===== src/rtl/tmr_pkg.sv =====
package tmr_pkg;
  localparam int unsigned OFF_CTRL = 32'h00;
  localparam int unsigned OFF_STAT = 32'h04;
  localparam int unsigned OFF_LOAD = 32'h08;
  localparam int unsigned OFF_CMP  = 32'h0C;
  localparam int unsigned OFF_CNT  = 32'h10;

  localparam int B_EN     = 0;
  localparam int B_ENMOD  = 1;
  localparam int B_CIE    = 2;
  localparam int B_RLD    = 3;
  localparam int B_PSC_LO = 4;
  localparam int B_SWR    = 16;
  localparam int B_OVW    = 17;
  localparam int B_OM_LO  = 22;

  localparam logic [31:0] CTRL_WMASK = 32'h03EF_FFFF;

  typedef enum logic [1:0] {
    PIN_OFF  = 2'b00,
    PIN_FLIP = 2'b01,
    PIN_LOW  = 2'b10,
    PIN_HIGH = 2'b11
  } pin_mode_e;
endpackage


===== src/rtl/tmr_prescaler.sv =====
module tmr_prescaler #(
  parameter int PW = 12
) (
  input  logic          clk,
  input  logic          rst_n,
  input  logic          run,
  input  logic          clr,
  input  logic [PW-1:0] div,
  output logic          tick
);
  logic [PW-1:0] pc_q;
  logic          wrap;

  assign wrap = (pc_q >= div);
  assign tick = run & ~clr & wrap;

  always_ff @(posedge clk or negedge rst_n) begin
    if (!rst_n)      pc_q <= '0;
    else if (clr)    pc_q <= '0;
    else if (run)    pc_q <= wrap ? '0 : pc_q + 1'b1;
  end
endmodule


===== src/rtl/tmr_downcnt.sv =====
module tmr_downcnt #(
  parameter int DW = 32
) (
  input  logic          clk,
  input  logic          rst_n,
  input  logic          clr,
  input  logic          ovw,
  input  logic [DW-1:0] ovw_val,
  input  logic          start,
  input  logic [DW-1:0] ld_val,
  input  logic          tick,
  input  logic          rld,
  input  logic [DW-1:0] cmp_val,
  output logic [DW-1:0] cnt,
  output logic          hit
);
  logic [DW-1:0] cnt_q;
  logic [DW-1:0] nxt;

  always_comb begin
    if (cnt_q == '0) nxt = rld ? ld_val : '1;
    else             nxt = cnt_q - 1'b1;
  end

  assign hit = tick & ~clr & ~ovw & ~start & (nxt == cmp_val);
  assign cnt = cnt_q;

  always_ff @(posedge clk or negedge rst_n) begin
    if (!rst_n)      cnt_q <= '0;
    else if (clr)    cnt_q <= '0;
    else if (ovw)    cnt_q <= ovw_val;
    else if (start)  cnt_q <= ld_val;
    else if (tick)   cnt_q <= nxt;
  end
endmodule


===== src/rtl/tmr_pinact.sv =====
module tmr_pinact
  import tmr_pkg::*;
(
  input  logic      clk,
  input  logic      rst_n,
  input  logic      clr,
  input  logic      hit,
  input  pin_mode_e mode,
  output logic      pin
);
  logic pin_q;

  always_ff @(posedge clk or negedge rst_n) begin
    if (!rst_n)      pin_q <= 1'b0;
    else if (clr)    pin_q <= 1'b0;
    else if (hit) begin
      case (mode)
        PIN_FLIP: pin_q <= ~pin_q;
        PIN_LOW:  pin_q <= 1'b0;
        PIN_HIGH: pin_q <= 1'b1;
        default:  pin_q <= pin_q;
      endcase
    end
  end

  assign pin = (mode == PIN_OFF) ? 1'b0 : pin_q;
endmodule


===== src/rtl/dcmp_timer.sv =====
module dcmp_timer
  import tmr_pkg::*;
#(
  parameter int AW    = 5,
  parameter int DW    = 32,
  parameter int PSC_W = 12
) (
  input  logic          clk,
  input  logic          rst_n,
  input  logic [AW-1:0] bus_addr,
  input  logic          bus_we,
  input  logic [31:0]   bus_wdata,
  output logic [31:0]   bus_rdata,
  output logic          irq,
  output logic          cmp_pin
);
  localparam logic [AW-1:0] A_CTRL = AW'(OFF_CTRL);
  localparam logic [AW-1:0] A_STAT = AW'(OFF_STAT);
  localparam logic [AW-1:0] A_LOAD = AW'(OFF_LOAD);
  localparam logic [AW-1:0] A_CMP  = AW'(OFF_CMP);
  localparam logic [AW-1:0] A_CNT  = AW'(OFF_CNT);

  logic [31:0]   ctrl_q;
  logic [DW-1:0] load_q;
  logic [DW-1:0] cmp_q;
  logic          flag_q;
  logic [DW-1:0] cnt_w;
  logic          tick, hit;

  logic wr_ok, wr_ctrl, wr_stat, wr_load, wr_cmp;
  logic sw_rst, en_rise, start_ld, ovw_wr, running;

  assign wr_ok    = bus_we & ~ctrl_q[B_SWR];
  assign wr_ctrl  = wr_ok & (bus_addr == A_CTRL);
  assign wr_stat  = wr_ok & (bus_addr == A_STAT);
  assign wr_load  = wr_ok & (bus_addr == A_LOAD);
  assign wr_cmp   = wr_ok & (bus_addr == A_CMP);

  assign sw_rst   = wr_ctrl & bus_wdata[B_SWR];
  assign en_rise  = wr_ctrl & bus_wdata[B_EN] & ~ctrl_q[B_EN] & ~bus_wdata[B_SWR];
  assign start_ld = en_rise & bus_wdata[B_ENMOD];
  assign ovw_wr   = wr_load & ctrl_q[B_OVW];
  assign running  = ctrl_q[B_EN] & ~ctrl_q[B_SWR];

  // control register with self-clearing reset bit
  always_ff @(posedge clk or negedge rst_n) begin
    if (!rst_n)              ctrl_q <= '0;
    else if (sw_rst)         ctrl_q <= 32'h1 << B_SWR;
    else if (ctrl_q[B_SWR])  ctrl_q <= '0;
    else if (wr_ctrl)        ctrl_q <= bus_wdata & CTRL_WMASK;
  end

  always_ff @(posedge clk or negedge rst_n) begin
    if (!rst_n)        load_q <= '0;
    else if (sw_rst)   load_q <= '0;
    else if (wr_load)  load_q <= bus_wdata[DW-1:0];
  end

  always_ff @(posedge clk or negedge rst_n) begin
    if (!rst_n)        cmp_q <= '0;
    else if (sw_rst)   cmp_q <= '0;
    else if (wr_cmp)   cmp_q <= bus_wdata[DW-1:0];
  end

  // sticky compare flag: set beats write-one-to-clear
  always_ff @(posedge clk or negedge rst_n) begin
    if (!rst_n)                       flag_q <= 1'b0;
    else if (sw_rst)                  flag_q <= 1'b0;
    else if (hit)                     flag_q <= 1'b1;
    else if (wr_stat && bus_wdata[0]) flag_q <= 1'b0;
  end

  tmr_prescaler #(.PW(PSC_W)) u_psc (
    .clk   (clk),
    .rst_n (rst_n),
    .run   (running),
    .clr   (sw_rst | start_ld | ovw_wr),
    .div   (ctrl_q[B_PSC_LO +: PSC_W]),
    .tick  (tick)
  );

  tmr_downcnt #(.DW(DW)) u_cnt (
    .clk     (clk),
    .rst_n   (rst_n),
    .clr     (sw_rst),
    .ovw     (ovw_wr),
    .ovw_val (bus_wdata[DW-1:0]),
    .start   (start_ld),
    .ld_val  (load_q),
    .tick    (tick),
    .rld     (ctrl_q[B_RLD]),
    .cmp_val (cmp_q),
    .cnt     (cnt_w),
    .hit     (hit)
  );

  tmr_pinact u_pin (
    .clk   (clk),
    .rst_n (rst_n),
    .clr   (sw_rst),
    .hit   (hit),
    .mode  (pin_mode_e'(ctrl_q[B_OM_LO +: 2])),
    .pin   (cmp_pin)
  );

  always_comb begin
    case (bus_addr)
      A_CTRL:  bus_rdata = ctrl_q;
      A_STAT:  bus_rdata = {31'b0, flag_q};
      A_LOAD:  bus_rdata = 32'(load_q);
      A_CMP:   bus_rdata = 32'(cmp_q);
      A_CNT:   bus_rdata = 32'(cnt_w);
      default: bus_rdata = '0;
    endcase
  end

  assign irq = flag_q & ctrl_q[B_CIE];
endmodule


===== config.mk =====
export PLATFORM = sky130hd
export DESIGN_NAME = dcmp_timer
export DESIGN_NICKNAME = d
export VERILOG_FILES = /design/src/rtl/tmr_pkg.sv /design/src/rtl/tmr_prescaler.sv /design/src/rtl/tmr_downcnt.sv /design/src/rtl/tmr_pinact.sv /design/src/rtl/dcmp_timer.sv
export SDC_FILE = /design/constraint.sdc
export NUM_CORES = 1
export LEC_CHECK = 0
export ABC_AREA = 1
export BUFFER_PORTS_ARGS = -buffer_cell sky130_fd_sc_hd__buf_2
export CORE_MARGIN = 3
export CORE_UTILIZATION = 30
export DETAILED_ROUTE_END_ITERATION = 16
export PLACE_DENSITY = 0.56
export REMOVE_ABC_BUFFERS = 1
export SETUP_SLACK_MARGIN = 0.05
export SLEW_MARGIN = 20
export SYNTH_ARGS = -nofsm -noshare
export SYNTH_HDL_FRONTEND = slang
export SYNTH_SLANG_ARGS = --single-unit

===== constraint.sdc =====
create_clock -name clk -period 2 [get_ports clk]
set_input_delay 0.2 -clock clk [delete_from_list [all_inputs] [get_ports clk]]
set_output_delay 0.2 -clock clk [all_outputs]
set_load 0.005 [all_outputs]

==> flow_metrics.tcl <==
set metrics [dict create \
    vias 10200 \
    pwr-share-clk_pct 23.4 \
    period_needed_ns 2.55 \
    die_w_um 180 \
    drc 0 \
    seq_power_share_pct 28.4 \
    drv_cap 0 \
    gp_congestion 0.946 \
    cts_buffers 17 \
    timing.critical_path.from "u_cnt.cnt[0]$_DFFE_PN0P_" \
    wire_per_inst_um 18.0 \
    synth_area_um2 9120 \
    fin_nets 1658 \
    start_kind "flip-flop" \
    clkSinkCount 135 \
    fmax_mhz 392 \
    critical_path_required_ns 2.33 \
    ys_seq_elements 135 \
    grt_max_degree 39 \
    cts_tree "done" \
    die_area_um2 32500 \
    grt_pass1_wl_um 56200 \
    avgViaCountPerCell 5.10 \
    rr_worst_depth 20 \
    drt_first_iter_violations 621 \
    final_cell_mix "nand2_1, buf_4, inv_1" \
    synthCells 1337 \
    grt_pass1_vias 10300 \
    stdcell_count 2005 \
    r2r-end "u_pin.pin_q$_DFFE_PN0P_" \
    clockRootBuffer "clkbuf_16" \
    dp_cells 1948 \
    initial_core_util_pct 30.6 \
    yosysWarnings 0 \
    switching_power_mw 5.75 \
    ioPinCount 74 \
    critical_path_class "reg2reg" \
    report.final.hold_viol_count 0 \
    worstSetupEndpointType "flip-flop" \
    grt_antenna_before_repair 0 \
    reg2reg_from "u_cnt.cnt[0]$_DFFE_PN0P_" \
    fin_crit_sh_pct 127 \
    switching_share_pct 39.8 \
    drive_above_1_share_pct 33.1 \
    relSlewSlack_pct 67.7 \
    area_delta_synth_final_pct 44.2 \
    total_power_mw 14.5 \
    cp_data_arrival_time_ns 2.88 \
    ys.flop_type "dfrtp_1" \
    synth-edff-count 0 \
    synth_area_per_cell_um2 6.82 \
    clkTransAtPathRegs_ns 0.06 \
    chipHeight_um 180 \
    dr.pass1.iters 5 \
    rsz0062_at_grt "yes" \
    dpl-instance-area_um2 11400 \
    synth-async-reset-ratio_pct 100 \
    numPortBuffers 73 \
    insertion_delay_ns 0.44 \
    core_area_um2 29800 \
    nFillCells 3014 \
    grt_overflow 0 \
    whs_path_depth 3 \
    hpwl_um 25100 \
    internal_power_mw 8.70 \
    final_common_cell "nand2_1" \
    n_antenna_cell 0 \
    drv_slew 0 \
    synth_cell_types 39 \
    p_comb_share_pct 48.2 \
    regToRegSetupSlack_ns -0.55 \
    stdcell_area_um2 13100 \
    grt_use_total_pct 21.7 \
    hp-class "in2reg" \
    finalWirelength_um 36100 \
    status "finished with violations" \
    drtAntennaViolNets 0 \
    core.rowCount 63 \
    htreeDepth 4 \
    min_to "load_q[27]$_DFFE_PN0P_" \
    cts_buffer_depth 2 \
    leakagePower_nw 6.27 \
    violations "negative setup slack" \
    yosysSeqAreaShare_pct 37.0 \
    peakVddDrop_uv 681 \
    final.setup_skew_ns 0.0119 \
    cp_max_fo 4 \
    hold_start "bus_wdata[27]" \
    worstMarginPinSlew_ns 0.484 \
    layout_setup_ws_ns -0.548 \
    setup_violations 34 \
    pwr_density_cell_nw_per_um2 1100 \
]
==> what timing repair did <==
action / CTS / global route
hold buffers: 1 / 0
endpoints found under the hold margin: 33 / 0
cloned: 6 / 1
pin swaps: 30 / 37
gates resized for setup: 129 / 92
buffers inserted: 11 / 8
endpoints found under the setup margin: 47 / 56
==> worst max path at each step <==
stage	depth (start not counted)	end	slack, ns
final	20	u_pin.pin_q$_DFFE_PN0P_	-0.55
after global routing	20	u_pin.pin_q$_DFFE_PN0P_	-0.71
after CTS	20	u_pin.pin_q$_DFFE_PN0P_	-0.52
after detailed placement	20	u_pin.pin_q$_DFFE_PN0P_	-0.72
after global placement	20	u_pin.pin_q$_DFFE_PN0P_	-0.66
after floorplan	13	u_cnt.cnt[25]$_DFFE_PN0P_	-1.52
==> layout make-up <==
type | count | area [um^2] | share of cell area (%)
Clock inverter | 11 | 148 | 1.12
Inverter | 159 | 607 | 4.62
Tap cell | 390 | 488 | 3.71
Sequential cell | 135 | 3380 | 25.7
Multi-Input combinational cell | 989 | 5600 | 42.6
Clock buffer | 20 | 467 | 3.55
Timing Repair Buffer | 301 | 2460 | 18.7
==> metrics by stage <==
step / hold slack, ns / utilization (%) / setup TNS (ns) / setup WS, ns
finish: 0.0686 / 44.1 / -5.82 / -0.548
global route: 0.0809 / 44.1 / -8.63 / -0.708
CTS: 0.0560 / 42.7 / -6.08 / -0.517
detailed placement: 0.145 / 38.3 / -10.79 / -0.715
global placement: 0.144 / 38.3 / -10.38 / -0.657
floorplan: -0.0956 / - / -115.29 / -1.52
==> cells in the mapped netlist, drive strengths merged (8+ instances only) <==
cell type	n	area share, %
a21oi	40	2.2
buf	11	1.1
clkbuf	43	1.8
dfrtp	135	37
ha	15	2.1
inv	157	6.5
nand2	422	18
nand3	114	6.8
nand4	12	0.82
nor2	129	6.7
o211ai	28	2.3
o21ai	145	8.0
o221ai	8	0.77
o22ai	52	3.6
xor2	10	0.96
==> power by group through the flow <==
stage          registers [mW]  logic, mW  clock network, mW
3_3_place_gp             4.07       5.84                  0
5_1_grt                  4.19       7.71               3.53
6_report                 4.10       6.97               3.38
3_5_place_dp             4.09       5.90                  0
4_1_cts                  4.07       6.48               3.42
2_1_floorplan            4.03       3.09                  0
==> layer usage <==
| metal | part of all wire, % | GRT usage [%] |
|---|---|---|
| met1 | 45 | 29.0 |
| met2 | 48 | 36.0 |
| met3 | 4.5 | 3.43 |
| met4 | 2.0 | 6.72 |
| met5 | 0 | 0 |
==> cell families after synthesis <==
family                   count (synthesis)  share of synthesized area [%]
AND/OR/NAND/NOR                        683                           33.0
AO/OA/AOI/OAI                          280                           17.4
buffers and inverters                  213                           9.44
flip-flops                             135                           37.0
adder cells (fa/ha/maj)                 15                           2.06
XOR/XNOR                                11                           1.06
==> registers in the layout (all words and copies together) (netlist names) <==
register / flops
load_q: 32
ctrl_q: 25
u_cnt.cnt: 32
u_pin.pin_q: 1
cmp_q: 32
flag_q: 1
u_psc.pc_q: 12
==> worst max-delay path, cell delays in order, from the launching register on <==
cell	delay, ns
dfrtp_1	0.39
inv_2	0.10
buf_4	0.15
ha_4	0.15
nand2_4	0.08
nor2_4	0.14
nand2_1	0.14
nor2_1	0.12
nand2_1	0.07
nand3_2	0.09
nand2_1	0.07
nand2_1	0.08
nand2_2	0.06
nor2_2	0.15
nand2_1	0.08
nor2_2	0.15
nand4_1	0.14
nand2_1	0.10
nand2_1	0.05
nand2_1	0.06
nand2_1	0.05
Power figures use the tool's default switching activity.
